### src/rtl/csep_pkg.sv
package csep_pkg;
  typedef enum logic [1:0] {
    PK_NONE  = 2'd0,
    PK_EQ    = 2'd1,
    PK_LINE  = 2'd2,
    PK_BROAD = 2'd3
  } pulse_kind_t;
endpackage

### src/rtl/csep_pulse_meas.sv
module csep_pulse_meas
  import csep_pkg::*;
#(
  parameter int CNT_W    = 10,
  parameter int LINE_DEF = 64,
  parameter int HSW_DEF  = 6
) (
  input  logic             clk,
  input  logic             rst_n,
  input  logic             csync_i,
  input  logic [CNT_W-1:0] eq_lim_i,
  input  logic [CNT_W-1:0] vs_lim_i,
  output logic             lvl_o,
  output logic             rise_o,
  output logic             vs_hit_o,
  output pulse_kind_t      kind_o,
  output logic [CNT_W-1:0] line_per_o,
  output logic [CNT_W-1:0] hs_width_o
);
  localparam logic [CNT_W-1:0] CNT_MAX  = '1;
  localparam logic [CNT_W-1:0] LINE_RST = CNT_W'(LINE_DEF);
  localparam logic [CNT_W-1:0] HSW_RST  = CNT_W'(HSW_DEF);

  logic             s1_q, s2_q, s3_q;
  logic [CNT_W-1:0] wcnt_q, wcnt_d, w_inc;
  logic [CNT_W-1:0] pcnt_q, pcnt_d, p_inc;
  logic [CNT_W-1:0] linep_q, linep_d;
  logic [CNT_W-1:0] hsw_q, hsw_d;
  logic             prevn_q, prevn_d;
  logic             fall;
  pulse_kind_t      kind;

  always_comb begin
    rise_o   = s2_q & ~s3_q;
    fall     = ~s2_q & s3_q;
    w_inc    = (wcnt_q == CNT_MAX) ? wcnt_q : wcnt_q + 1'b1;
    wcnt_d   = s2_q ? w_inc : '0;
    vs_hit_o = s2_q && (wcnt_q != CNT_MAX) && (w_inc == vs_lim_i);
    kind = PK_NONE;
    if (fall) begin
      if (wcnt_q >= vs_lim_i)     kind = PK_BROAD;
      else if (wcnt_q < eq_lim_i) kind = PK_EQ;
      else                        kind = PK_LINE;
    end
    p_inc   = (pcnt_q == CNT_MAX) ? pcnt_q : pcnt_q + 1'b1;
    pcnt_d  = (kind == PK_LINE) ? '0 : p_inc;
    linep_d = linep_q;
    hsw_d   = hsw_q;
    prevn_d = prevn_q;
    if (kind == PK_LINE) begin
      hsw_d   = wcnt_q;
      prevn_d = 1'b1;
      if (prevn_q) linep_d = p_inc;
    end else if (kind != PK_NONE) begin
      prevn_d = 1'b0;
    end
  end

  always_ff @(posedge clk or negedge rst_n) begin
    if (!rst_n) begin
      s1_q    <= 1'b0;
      s2_q    <= 1'b0;
      s3_q    <= 1'b0;
      wcnt_q  <= '0;
      pcnt_q  <= '0;
      linep_q <= LINE_RST;
      hsw_q   <= HSW_RST;
      prevn_q <= 1'b0;
    end else begin
      s1_q    <= csync_i;
      s2_q    <= s1_q;
      s3_q    <= s2_q;
      wcnt_q  <= wcnt_d;
      pcnt_q  <= pcnt_d;
      linep_q <= linep_d;
      hsw_q   <= hsw_d;
      prevn_q <= prevn_d;
    end
  end

  assign lvl_o      = s2_q;
  assign kind_o     = kind;
  assign line_per_o = linep_q;
  assign hs_width_o = hsw_q;

  // a new line period is only taken at the end of a line pulse
  a_r11_period_on_line: assert property (@(posedge clk) disable iff (!rst_n)
    (linep_q != $past(linep_q)) |-> ($past(kind) == PK_LINE));
endmodule

### src/rtl/csep_vert_track.sv
module csep_vert_track
  import csep_pkg::*;
#(
  parameter int CNT_W = 10,
  parameter int EXT_W = 4
) (
  input  logic             clk,
  input  logic             rst_n,
  input  pulse_kind_t      kind_i,
  input  logic             vs_hit_i,
  input  logic [CNT_W-1:0] line_per_i,
  input  logic             ext_mode_i,
  input  logic [EXT_W-1:0] ext_len_i,
  input  logic             clr_i,
  output logic             vso_o,
  output logic             pre_o,
  output logic             post_o
);
  logic             vraw_q, vraw_d;
  logic             after_q, after_d;
  logic             fpre_q, fpre_d;
  logic             pre_q, pre_d, post_q, post_d;
  logic [EXT_W-1:0] left_q, left_d;
  logic [CNT_W-1:0] tcnt_q, tcnt_d;
  logic             is_eq, ends_v, pre_seen, post_seen, start_ext, ext_on;

  always_comb begin
    is_eq     = (kind_i == PK_EQ);
    ends_v    = vraw_q && (kind_i == PK_EQ || kind_i == PK_LINE);
    pre_seen  = is_eq && !vraw_q && !after_q;
    post_seen = is_eq && (vraw_q || after_q);
    ext_on    = (left_q != '0);

    vraw_d = vraw_q;
    if (vs_hit_i)    vraw_d = 1'b1;
    else if (ends_v) vraw_d = 1'b0;

    after_d = after_q;
    if (vs_hit_i)                 after_d = 1'b0;
    else if (ends_v)              after_d = is_eq;
    else if (kind_i == PK_LINE)   after_d = 1'b0;

    fpre_d = fpre_q;
    if (ends_v)        fpre_d = 1'b0;
    else if (pre_seen) fpre_d = 1'b1;

    pre_d  = pre_seen  | (pre_q  & ~clr_i);
    post_d = post_seen | (post_q & ~clr_i);

    start_ext = ends_v && is_eq && (ext_len_i != '0) && (!ext_mode_i || fpre_q);
    left_d = left_q;
    tcnt_d = tcnt_q;
    if (start_ext) begin
      left_d = ext_len_i;
      tcnt_d = '0;
    end else if (ext_on) begin
      if (tcnt_q >= line_per_i - 1'b1) begin
        tcnt_d = '0;
        left_d = left_q - 1'b1;
      end else begin
        tcnt_d = tcnt_q + 1'b1;
      end
    end
  end

  always_ff @(posedge clk or negedge rst_n) begin
    if (!rst_n) begin
      vraw_q  <= 1'b0;
      after_q <= 1'b0;
      fpre_q  <= 1'b0;
      pre_q   <= 1'b0;
      post_q  <= 1'b0;
      left_q  <= '0;
      tcnt_q  <= '0;
    end else begin
      vraw_q  <= vraw_d;
      after_q <= after_d;
      fpre_q  <= fpre_d;
      pre_q   <= pre_d;
      post_q  <= post_d;
      left_q  <= left_d;
      tcnt_q  <= tcnt_d;
    end
  end

  assign vso_o  = vraw_q | ext_on;
  assign pre_o  = pre_q;
  assign post_o = post_q;

  // the vertical interval opens only on a width match from the measurer
  a_r3_vraw_start: assert property (@(posedge clk) disable iff (!rst_n)
    $rose(vraw_q) |-> $past(vs_hit_i));
  a_r6_pre_sticky: assert property (@(posedge clk) disable iff (!rst_n)
    (pre_q && !clr_i) |=> pre_q);
  a_r6_post_sticky: assert property (@(posedge clk) disable iff (!rst_n)
    (post_q && !clr_i) |=> post_q);
  a_r8_ext_follows_v: assert property (@(posedge clk) disable iff (!rst_n)
    $rose(ext_on) |-> $fell(vraw_q));
  a_r9_mode1_needs_pre: assert property (@(posedge clk) disable iff (!rst_n)
    ($rose(ext_on) && $past(ext_mode_i)) |-> $past(fpre_q));
  a_r10_no_ext_zero: assert property (@(posedge clk) disable iff (!rst_n)
    $rose(ext_on) |-> ($past(ext_len_i) != '0));
endmodule

### src/rtl/csep_hregen.sv
module csep_hregen #(
  parameter int CNT_W = 10
) (
  input  logic             clk,
  input  logic             rst_n,
  input  logic             lvl_i,
  input  logic             rise_i,
  input  logic [CNT_W-1:0] line_per_i,
  input  logic [CNT_W-1:0] hs_width_i,
  input  logic             inhibit_i,
  output logic             hso_o
);
  logic [CNT_W-1:0] gcnt_q, gcnt_d, win_lo;
  logic             in_win, wrap, regen_d, hso_d, hso_q;

  always_comb begin
    win_lo  = line_per_i - (line_per_i >> 2);
    in_win  = rise_i && (gcnt_q >= win_lo);
    wrap    = (gcnt_q >= line_per_i - 1'b1);
    gcnt_d  = (in_win || wrap) ? '0 : gcnt_q + 1'b1;
    regen_d = (gcnt_d < hs_width_i);
    hso_d   = inhibit_i ? regen_d : lvl_i;
  end

  always_ff @(posedge clk or negedge rst_n) begin
    if (!rst_n) begin
      gcnt_q <= '0;
      hso_q  <= 1'b0;
    end else begin
      gcnt_q <= gcnt_d;
      hso_q  <= hso_d;
    end
  end

  assign hso_o = hso_q;

  // the phase counter never runs past one measured line period
  a_r7_phase_bound: assert property (@(posedge clk) disable iff (!rst_n)
    (gcnt_q >= line_per_i) |=> (gcnt_q == '0));
endmodule

### src/rtl/csync_separator.sv
module csync_separator
  import csep_pkg::*;
#(
  parameter int CNT_W    = 10,
  parameter int EXT_W    = 4,
  parameter int LINE_DEF = 64,
  parameter int HSW_DEF  = 6
) (
  input  logic             clk,
  input  logic             rst_n,
  input  logic             csync_in,
  input  logic [CNT_W-1:0] eq_limit,
  input  logic [CNT_W-1:0] vs_limit,
  input  logic             inhibit_eq,
  input  logic             ext_mode,
  input  logic [EXT_W-1:0] ext_lines,
  input  logic             flags_clear,
  output logic             hsync_out,
  output logic             vsync_out,
  output logic             pre_eq_seen,
  output logic             post_eq_seen
);
  logic             rst_meta_q, rst_sync_q;
  logic             lvl, rise, vs_hit;
  pulse_kind_t      kind;
  logic [CNT_W-1:0] line_per, hs_width;

  always_ff @(posedge clk or negedge rst_n) begin
    if (!rst_n) begin
      rst_meta_q <= 1'b0;
      rst_sync_q <= 1'b0;
    end else begin
      rst_meta_q <= 1'b1;
      rst_sync_q <= rst_meta_q;
    end
  end

  csep_pulse_meas #(.CNT_W(CNT_W), .LINE_DEF(LINE_DEF), .HSW_DEF(HSW_DEF)) u_meas (
    .clk(clk), .rst_n(rst_sync_q), .csync_i(csync_in),
    .eq_lim_i(eq_limit), .vs_lim_i(vs_limit),
    .lvl_o(lvl), .rise_o(rise), .vs_hit_o(vs_hit), .kind_o(kind),
    .line_per_o(line_per), .hs_width_o(hs_width)
  );

  csep_vert_track #(.CNT_W(CNT_W), .EXT_W(EXT_W)) u_vert (
    .clk(clk), .rst_n(rst_sync_q), .kind_i(kind), .vs_hit_i(vs_hit),
    .line_per_i(line_per), .ext_mode_i(ext_mode), .ext_len_i(ext_lines),
    .clr_i(flags_clear), .vso_o(vsync_out), .pre_o(pre_eq_seen), .post_o(post_eq_seen)
  );

  csep_hregen #(.CNT_W(CNT_W)) u_hgen (
    .clk(clk), .rst_n(rst_sync_q), .lvl_i(lvl), .rise_i(rise),
    .line_per_i(line_per), .hs_width_i(hs_width), .inhibit_i(inhibit_eq),
    .hso_o(hsync_out)
  );

  // outputs are quiet while the internal reset is held
  a_r1_quiet_in_reset: assert property (@(posedge clk)
    (!rst_sync_q) |-> (!hsync_out && !vsync_out && !pre_eq_seen && !post_eq_seen));
endmodule

### config.mk
export PLATFORM = sky130hd
export DESIGN_NAME = csync_separator
export DESIGN_NICKNAME = d
export VERILOG_FILES = /design/src/rtl/csep_pkg.sv /design/src/rtl/csep_pulse_meas.sv /design/src/rtl/csep_vert_track.sv /design/src/rtl/csep_hregen.sv /design/src/rtl/csync_separator.sv
export SDC_FILE = /design/constraint.sdc
export NUM_CORES = 1
export LEC_CHECK = 0
export BUFFER_PORTS_ARGS = -buffer_cell sky130_fd_sc_hd__buf_2
export CAP_MARGIN = 20
export CORE_AREA = 3 3 112 114
export CTS_CLUSTER_DIAMETER = 80
export DETAILED_ROUTE_END_ITERATION = 16
export DIE_AREA = 0 0 115 117
export GPL_TIMING_DRIVEN = 0
export PLACE_DENSITY = 0.7
export RECOVER_POWER = 25
export SETUP_SLACK_MARGIN = 0.15
export SYNTH_ARGS = -nofsm -noshare
export SYNTH_HDL_FRONTEND = slang
export SYNTH_HIERARCHICAL = 1
export SYNTH_SLANG_ARGS = --single-unit
### constraint.sdc
create_clock -name clk -period 3 [get_ports clk]
set_clock_uncertainty 0.1 [all_clocks]
set_input_delay 0 -clock clk [delete_from_list [all_inputs] [get_ports clk]]
set_output_delay 0 -clock clk [all_outputs]
set_load 0.005 [all_outputs]
==> results of run 1 <==
==> final timing paths <==
check	slack, ps	cells past startpoint	to
min in group asynchronous	410	3	rst_meta_q
setup reg to reg	-1460	20	u_hgen/hso_o
setup / recovery	-1460	20	u_hgen/hso_o
max in group asynchronous	1310	0	u_meas/line_per_o[5]
hold / removal	60	4	u_vert/left_q[2]
hold reg to reg	250	0	rst_sync_q
==> per-layer routing <==
metal	vias to the layer above	part of all wire	track usage
li1	2405	-	-
met1	2449	0.44	0.270
met2	114	0.51	0.387
met3	20	0.034	0.0406
met4	0	0.017	0.0587
met5	-	0	0
==> cell usage in the layout (no fill, tap or decap), types with 5 or more instances in the layout <==
cell type	instances
nand2b_4	5
inv_1	63
mux2_2	11
nor3_2	7
nor3_1	13
buf_4	25
o21ai_1	8
xnor2_1	33
ha_4	5
a211oi_1	6
a21o_1	8
nor2b_1	5
o21ai_0	15
mux2i_1	18
nand2_1	34
nand3_1	23
buf_6	12
a21oi_2	7
dfrtp_2	10
and3_1	6
buf_2	35
nor2_1	47
a21oi_1	24
nor3_4	5
xor2_1	14
clkbuf_16	9
nand4_1	12
dlygate4sd3_1	8
nand2b_1	15
ha_1	70
dfrtp_1	63
==> cell type report <==
cell class	instances	area, µm²	share of cell area
Multi-Input combinational cell	476	3980	0.547
Sequential cell	76	1920	0.263
Timing Repair Buffer	76	554	0.0761
Inverter	68	258	0.0354
Clock buffer	10	239	0.0328
Tap cell	143	179	0.0246
Buffer	12	82.6	0.0113
Clock inverter	6	71.3	0.00979
==> synth_stat cells (2+ instances only) <==
cell type / instances
ha_1: 76
dfrtp_1: 73
inv_1: 67
nor2_1: 48
nand2_1: 36
xnor2_1: 33
a21oi_1: 31
nand3_1: 24
nor3_1: 24
o21ai_0: 24
mux2i_1: 18
nand2b_1: 17
xor2_1: 14
nand4_1: 12
mux2_2: 11
a211oi_1: 8
a21o_1: 8
nor4_1: 7
and3_1: 6
clkbuf_1: 6
a31oi_1: 5
nor2b_1: 5
or3_1: 5
nor3b_1: 4
nor4b_1: 4
o21a_1: 4
and2_1: 3
dfstp_2: 3
o2bb2ai_1: 3
a211oi_2: 2
and4_1: 2
buf_2: 2
buf_6: 2
nand2b_4: 2
nor4_4: 2
o21ai_1: 2
o22ai_1: 2
o41ai_1: 2
or2_2: 2
==> cell families after synthesis <==
kind of cell | after synthesis | synth area share
fa+ha+maj | 78 | 0.169
compound gates | 108 | 0.124
simple gates | 211 | 0.196
buf+inv | 80 | 0.0555
other cells | 1 | 0.000645
xor+xnor | 47 | 0.0708
mux | 31 | 0.0568
flops | 76 | 0.328
==> sequential cells by signal, summed over array words and instances, names as in the netlist, 4 cells and up <==
signal	cells
u_hgen/gcnt_q	10
u_vert/left_q	4
u_meas/line_per_o	10
u_vert/tcnt_q	10
u_meas/hs_width_o	10
u_meas/wcnt_q	10
u_meas/pcnt_q	10
==> timing repair <==
item,4_1_cts,5_1_grt
hold endpoints to repair,9,0
pin swaps,26,5
cloned,2,0
buffers inserted,28,4
resized for setup,69,15
endpoints found under the setup margin,27,36
hold buffers,8,0
==> critical path, delay by kind of cell, from the launching register on <==
family	cells	cell delay (ps)
DFF	1	440
buffers and inverters	4	510
and+or+nand+nor	6	720
xor gates and xnor gates	1	120
adders and majority gates	4	1080
AOI/OAI and AO/OA	5	1370
==> power by group through the flow <==
| stage | logic, mW | registers [mW] | clock network (mW) |
|---|---|---|---|
| after global routing | 0.665 | 1.31 | 1.18 |
| after global placement | 0.466 | 1.30 | 0 |
| final | 0.589 | 1.29 | 1.11 |
| after floorplan | 0.374 | 1.27 | 0 |
| after detailed placement | 0.503 | 1.30 | 0 |
| after CTS | 0.571 | 1.29 | 1.14 |
==> impl_metrics.json, run 1 <==
{
  "finish.utilization": 0.633,
  "cts_root_buffer": "clkbuf_16",
  "combPwrFrac": 0.197,
  "n_fill_cell": 924,
  "syn-num-nets": 739,
  "htreeDepth": 3,
  "overflow": 0,
  "instances_no_fill": 867,
  "num_vias": 4988,
  "slew_violations": 0,
  "hp-class": "input port to flop",
  "place_hpwl_mm": 9.75,
  "worst_setup_path_start_kind": "flop",
  "fp.dieW_um": 115,
  "p_int_mw": 2.11,
  "power_mw": 3.00,
  "critPathCaptureType": "flop",
  "ys_seq_area_frac": 0.328,
  "place_inst": 809,
  "r2r_start": "u_meas/line_per_o[0]",
  "irDropWorstVdd_mv": 0.331,
  "crit_path_top_delay_cell": "o41ai_2",
  "cts.sinks": 76,
  "ys_types": 72,
  "grt_use_total": 0.217,
  "hold_violations": 0,
  "dieArea_mm2": 0.0135,
  "ios": 34,
  "synth_ff_type": "dfrtp_1",
  "crit_type": "flop to flop",
  "violations": "negative setup slack",
  "n_antenna_cell": 0,
  "initial_core_util": 0.505,
  "gp_congestion": 0.896,
  "die_y_um": 117,
  "grt_pass1_wl_mm": 23.4,
  "clkTransAtPathRegs_ps": 60,
  "clock_power_share": 0.371,
  "cp_cell_sequence": "inv_2, ha_4, inv_2, fa_2, a21o_1, a211oi_2, nor2_1, o41ai_2, xnor2_1, ha_1, nand2_2, o41ai_2, clkbuf_8, buf_4, nor3_4, ha_1, nand4_1, nor4_2, nand2_1, o31a_1",
  "clk_latency_ps": 330,
  "layout_setup_ws_ps": -1460,
  "finalSetupViolCount": 24,
  "drc": 0,
  "postSynth.asyncResetShare": 1.00,
  "drtIter0Drc": 330,
  "yosysWarnings": 6,
  "critPathMaxStageDelay_ps": 500,
  "cts_tree": "done",
  "finalCritPeriodShare": 1.49,
  "fmax_mhz": 224,
  "p_leak_nw": 3.53,
  "nets": 826,
  "final_layout_size_suffix_gt1_frac": 0.268,
  "clockBufferDepth": 2,
  "synth_top_area_frac": 0.314,
  "synthCells": 632,
  "p_switching_uw": 890,
  "antenna_found_initial": 0,
  "holdWs_ps": 56.2,
  "cp.arrival_ps": 4580,
  "synth_area_leaders": "dfrtp_1, ha_1, xnor2_1",
  "detail-route-antenna-nets": 0,
  "run_status": "finished, violations left",
  "place_area_mm2": 0.00629,
  "slew_headroom": 0.0183,
  "yosysTopAreaCell": "dfrtp_1",
  "drt_wl_total_mm": 14.1,
  "synth_area_mm2": 0.00581,
  "fin_setup_tns_ps": -6600,
  "first_global_vias": 5015,
  "powerDensity_mw_per_mm2": 411,
  "p_seq_frac": 0.432,
  "synth.avg_cell_area_um2": 9.20,
  "critical_path_required_ps": 3110,
  "area_growth_pct": 25.4,
  "grt_start_max_net_pins": 42,
  "path_max_fanout": 5,
  "io_buffer_count": 33,
  "maxCapViolCount": 0,
  "rows": 39,
  "switching_share": 0.297,
  "drt-wirelength-per-cell_um": 16.2,
  "rsz0062_at_grt": "true",
  "tightest_slew_ps": 1470,
  "synth_enable_flop_cells": 0,
  "viasPerCell": 5.75,
  "design_area_mm2": 0.00729,
  "finalCriticalPeriod_ps": 4460,
  "place_ws_ps": -1770,
  "hp-start": "ext_mode",
  "design.core.area_mm2": 0.0115,
  "dr.pass1.iters": 5,
  "yosys_register_bits": 76,
  "crit_path_start": "u_meas/line_per_o[0]",
  "cts_buffers": 9
}
(Power assumes the default switching activity.)
==> inputs of run 2 (changes only) <==
--- a/config.mk
+++ b/config.mk
@@ -7,15 +7,14 @@
 export LEC_CHECK = 0
 export BUFFER_PORTS_ARGS = -buffer_cell sky130_fd_sc_hd__buf_2
 export CAP_MARGIN = 20
-export CORE_AREA = 3 3 112 114
+export CORE_AREA = 3 3 109 111
 export CTS_CLUSTER_DIAMETER = 80
 export DETAILED_ROUTE_END_ITERATION = 16
-export DIE_AREA = 0 0 115 117
+export DIE_AREA = 0 0 112 114
 export GPL_TIMING_DRIVEN = 0
 export PLACE_DENSITY = 0.7
 export RECOVER_POWER = 25
 export SETUP_SLACK_MARGIN = 0.15
 export SYNTH_ARGS = -nofsm -noshare
 export SYNTH_HDL_FRONTEND = slang
-export SYNTH_HIERARCHICAL = 1
 export SYNTH_SLANG_ARGS = --single-unit
==> impl_metrics.json, run 2 <==
{
  "viasPerCell": 5.59,
  "grt_pass1_wl_mm": 21.8,
  "clkTransAtPathRegs_ps": 90,
  "clockBufferDepth": 2,
  "critPathCaptureType": "flop",
  "drtIter0Drc": 313,
  "yosys_register_bits": 76,
  "violations": "max-capacitance violations, max-slew violations, negative setup slack",
  "ys_types": 58,
  "crit_path_top_delay_cell": "dfrtp_1",
  "htreeDepth": 3,
  "yosysTopAreaCell": "dfrtp_1",
  "postSynth.asyncResetShare": 1.00,
  "fmax_mhz": 218,
  "overflow": 0,
  "mostFrequentLayoutCell": "ha_1",
  "dr.pass1.iters": 4,
  "place_hpwl_mm": 9.64,
  "ff2ff_path_depth": 26,
  "maxCapViolCount": 1,
  "grt_use_total": 0.208,
  "die_y_um": 114,
  "synth_top_area_frac": 0.335,
  "finish.utilization": 0.621,
  "yosysWarnings": 0,
  "fin_setup_tns_ps": -13620,
  "synth_commonest_cells": "ha_1, dfrtp_1, inv_1",
  "cts_buffers": 9,
  "slew_violations": 68,
  "crit_type": "flop to flop",
  "slew_headroom": -0.0935,
  "design.core.area_mm2": 0.0109,
  "rsz0062_at_grt": "true",
  "ios": 34,
  "cts_root_buffer": "clkbuf_8",
  "r2r_end": "u_hgen.hso_o",
  "initial_core_util": 0.501,
  "hold_violations": 0,
  "run_status": "finished, violations left",
  "cts_tree": "done",
  "fp.dieW_um": 112,
  "rows": 38,
  "cts.sinks": 76,
  "cp_common_cell": "a21o_1",
  "timing.critical_path.buf_inv": 3,
  "synth_most_common_cell": "ha_1",
  "finalCritPeriodShare": 1.53,
  "num_vias": 4759,
  "area_growth_pct": 24.1,
  "clk_latency_ps": 360,
  "finalCriticalPeriod_ps": 4580,
  "irDropWorstVdd_mv": 0.281,
  "first_global_vias": 4697,
  "synth_area_leaders": "dfrtp_1, ha_1, inv_1",
  "path_max_fanout": 5,
  "tightest_slew_ps": 1640,
  "synth.avg_cell_area_um2": 8.76,
  "most-common-layout-cells": "ha_1, dfrtp_1, inv_1, nand2_1, nor2_1",
  "detail-route-antenna-nets": 0,
  "drc": 0,
  "final_layout_size_suffix_gt1_frac": 0.242,
  "place_ws_ps": -1890,
  "dieArea_mm2": 0.0128,
  "finalSetupViolCount": 25,
  "rrSetupSlack_ps": -1580,
  "io_buffer_count": 33,
  "antenna_found_initial": 0,
  "critical_path_required_ps": 3150,
  "layout_setup_ws_ps": -1580,
  "synth_ff_type": "dfrtp_1",
  "drt_wl_total_mm": 13.2,
  "crit_path_start": "u_meas.line_per_o[0]",
  "syn-num-nets": 728,
  "hp-class": "flop to asynchronous set/reset pin",
  "synthCells": 622,
  "powerDensity_mw_per_mm2": 439,
  "drt-wirelength-per-cell_um": 15.5,
  "gp_congestion": 0.880,
  "synth_area_mm2": 0.00545,
  "ys_seq_area_frac": 0.350,
  "critical-path-top-delay-family": "compound AO/OA/AOI/OAI gates",
  "r2r_start": "u_meas.line_per_o[0]",
  "grt_start_max_net_pins": 68,
  "nets": 813,
  "n_antenna_cell": 0,
  "worst_setup_path_start_kind": "flop",
  "cp.arrival_ps": 4730,
  "critPathMaxStageDelay_ps": 400,
  "synth_enable_flop_cells": 0,
  "p_leak_nw": 3.33
}
-- run 2: area by class of cell --
| type | instances | area [µm²] |
|---|---|---|
| buffer | 13 | 108 |
| clock buffer | 13 | 149 |
| clock inverter | 3 | 15.0 |
| fill | 925 | 4120 |
| inverter | 70 | 263 |
| multi-input combinational | 463 | 3610 |
| sequential | 76 | 1910 |
| tap | 140 | 175 |
| timing repair buffer | 74 | 536 |
-- run 2: where the power goes --
part           switching (mW)  internal, mW
Clock                   0.363         0.320
Combinational           0.485         0.423
Sequential              0.199          1.18
Total                    1.05          1.92
-- run 2: per-stage QoR --
step / std cells / area (µm²) / total power [mW] / hold WS [ps]
2_1_floorplan: 622 / 5580 / 1.92 / -396
3_3_place_gp: 795 / 5920 / 2.09 / -315
3_5_place_dp: 796 / 5960 / 2.16 / -312
4_1_cts: 843 / 6540 / 2.92 / 44.0
5_1_grt: 852 / 6760 / 3.18 / 57.4
6_report: 852 / 6760 / 2.97 / 27.4
-- run 2: worst max-delay path by stage --
| stage | cells past startpoint | endpoint | slack [ps] |
|---|---|---|---|
| after floorplan | 26 | u_hgen.hso_o | -1330 |
| after global placement | 25 | u_hgen.hso_o | -1740 |
| after detailed placement | 25 | u_hgen.hso_o | -1890 |
| after CTS | 26 | u_hgen.hso_o | -1550 |
| after global routing | 26 | u_hgen.hso_o | -1840 |
| final | 26 | u_hgen.hso_o | -1580 |
-- run 2: cells by family after synthesis --
kind of cell,count (synthesis),share of synthesized area
and+or+nand+nor,202,0.180
AOI/OAI and AO/OA,135,0.154
buffers and inverters,83,0.0583
adders and majority gates,76,0.176
DFF,76,0.350
xor gates and xnor gates,39,0.0627
muxes,10,0.0186
other,1,0.000688
-- run 2: timing repair --
item	in CTS	in global routing
setup endpoints to repair	57	57
buffers inserted	21	9
hold buffers	9	0
gates resized for setup	49	47
cloned	1	0
pin swaps	28	25
endpoints found under the hold margin	10	0
-- run 2: metal layers --
layer  wire (µm)  vias to the layer above  part of all wire  GRT usage
met3         489                       21             0.037     0.0430
met1        5760                     2294              0.44      0.265
li1            -                     2342                 -          -
met4         244                        0             0.019     0.0641
met5           0                        -                 0          0
met2        6680                      102              0.51      0.359
==> inputs of run 3 (changes only) <==
--- a/config.mk
+++ b/config.mk
@@ -18,3 +18,4 @@
 export SYNTH_ARGS = -nofsm -noshare
 export SYNTH_HDL_FRONTEND = slang
 export SYNTH_SLANG_ARGS = --single-unit
+export TNS_END_PERCENT = 30
==> constraint.sdc (replaced) <==
create_clock -name clk -period 3 [get_ports clk]
set_clock_uncertainty 0.1 [all_clocks]
set_input_delay 0.15 -clock clk [delete_from_list [all_inputs] [get_ports clk]]
set_output_delay 0.15 -clock clk [all_outputs]
set_load 0.005 [all_outputs]
==> impl_metrics.json, run 3 (same netlist as run 2, synthesis figures left out) <==
{
  "most-common-layout-cells": "ha_1, dfrtp_1, inv_1, nor2_1, nand2_1",
  "instances_no_fill": 849,
  "design.core.area_mm2": 0.0109,
  "grt_start_max_net_pins": 61,
  "powerDensity_mw_per_mm2": 466,
  "place_inst": 796,
  "cts_buffers": 9,
  "finish.utilization": 0.618,
  "hold_violations": 0,
  "mostFrequentLayoutCell": "ha_1",
  "slew_headroom": -0.0188,
  "clk_latency_ps": 360,
  "worst_setup_path_start_kind": "flop",
  "power_mw": 3.14,
  "finalCritPeriodShare": 1.58,
  "nets": 810,
  "run_status": "finished, violations left",
  "place_ws_ps": -1860,
  "initial_core_util": 0.501,
  "gp_congestion": 0.866,
  "clockBufferDepth": 2,
  "violations": "max-capacitance violations, max-slew violations, negative setup slack",
  "grt_use_total": 0.210,
  "n_fill_cell": 930,
  "n_antenna_cell": 0,
  "drt_wl_total_mm": 13.2,
  "area_growth_pct": 23.5,
  "grt_pass1_wl_mm": 21.9,
  "critPathCaptureType": "flop",
  "rsz0062_at_grt": "true",
  "first_global_vias": 4731,
  "finalCriticalPeriod_ps": 4740,
  "dieArea_mm2": 0.0128,
  "cts_tree": "done",
  "overflow": 0,
  "rows": 38,
  "die_y_um": 114,
  "drc": 0,
  "fin_setup_tns_ps": -15640,
  "slew_violations": 61,
  "drt-wirelength-per-cell_um": 15.5,
  "num_vias": 4717,
  "cp.arrival_ps": 4910,
  "place_hpwl_mm": 9.57,
  "ios": 34,
  "final_layout_size_suffix_gt1_frac": 0.237,
  "cts_root_buffer": "clkbuf_8",
  "htreeDepth": 3,
  "io_buffer_count": 33,
  "dr.pass1.iters": 4,
  "drtIter0Drc": 308,
  "cts.sinks": 76,
  "viasPerCell": 5.56,
  "hp-class": "input port to flop",
  "tightest_slew_ps": 1530,
  "fp.dieW_um": 112,
  "antenna_found_initial": 0,
  "maxCapViolCount": 1,
  "layout_setup_ws_ps": -1740,
  "finalSetupViolCount": 25,
  "critical_path_required_ps": 3160,
  "irDropWorstVdd_mv": 0.339,
  "clkTransAtPathRegs_ps": 80,
  "detail-route-antenna-nets": 0,
  "fmax_mhz": 211,
  "crit_type": "flop to flop",
  "path_max_fanout": 5,
  "p_leak_nw": 3.33
}
==> run 3: changes by cell type in the layout (fill, tap and decap cells not counted), moves of 3 or more <==
cell	previous run	this run
nor2_4	7	4
a211oi_2	4	1
dlygate4sd3_1	9	5
o21ai_0	32	29
clkbuf_2	4	1
o21ai_1	7	12
==> run 3: report_power, final <==
group | leakage, nW | switching, mW | internal (mW) | total, mW
Clock | 0.107 | 0.378 | 0.491 | 0.869
Sequential | 0.909 | 0.199 | 1.18 | 1.38
Combinational | 2.31 | 0.480 | 0.412 | 0.892
==> run 3: worst max-delay path, stage by stage (launching register included) <==
cell and delay [ps]:
dfrtp_1 400, inv_2 80, ha_4 130, inv_2 30, fa_2 340, a21oi_2 130, nor2_1 50, nor2_1 150
nor2b_1 80, o21a_1 190, o41ai_2 340, xnor2_1 120, ha_1 310, a21o_1 140, a21oi_2 50, or3_4 360
nand4_1 170, clkbuf_8 190, nor2_4 40, ha_4 210, a21o_1 150, a21o_1 190, a21oi_2 140, o21ai_1 70
a31oi_1 180, o311ai_1 140, o211ai_1 130
==> run 3: final cells by class <==
type	instances	area, µm²	area share
multi-input cells	463	3560	0.529
flip-flops and latches	76	1910	0.284
repair buffers	71	500	0.0743
inverters	70	263	0.0390
well taps	140	175	0.0260
clock buffers	12	145	0.0216
plain buffers	13	101	0.0151
clock inverters	4	72.6	0.0108
==> run 3: worst paths after layout <==
path / startpoint / endpoint / slack [ps] / depth (start not counted)
worst max-delay path: u_meas.line_per_o[0] / u_hgen.hso_o / -1740 / 26
worst min-delay path: ext_lines[1] / u_vert.left_q[1] / 3 / 3
worst max register to register: u_meas.line_per_o[0] / u_hgen.hso_o / -1740 / 26
worst min register to register: rst_sync_q / u_meas.pcnt_q[4] / 150 / 0
max in group asynchronous: rst_sync_q / u_meas.wcnt_q[4] / 670 / 1
min in group asynchronous: rst_sync_q / u_meas.pcnt_q[4] / 150 / 0
==> run 3: per-stage QoR <==
step,cell area (µm²),hold slack (ps)
2_1_floorplan,5580,-246
3_3_place_gp,5920,-164
3_5_place_dp,5950,-162
4_1_cts,6530,7.52
5_1_grt,6730,16.7
6_report,6730,3.46
==> run 3: metal layers <==
metal / wire [µm] / global-route usage
met4: 280 / 0.0817
met1: 5820 / 0.265
met2: 6560 / 0.357
met3: 524 / 0.0398
met5: 0 / 0
==> run 3: what timing repair did <==
action / 4_1_cts / 5_1_grt
hold buffers: 5 / 0
hold endpoints to repair: 6 / 0
gates cloned: 1 / 1
pin swaps: 27 / 28
buffers inserted: 23 / 7
resized for setup: 43 / 49
setup endpoints to repair: 58 / 58
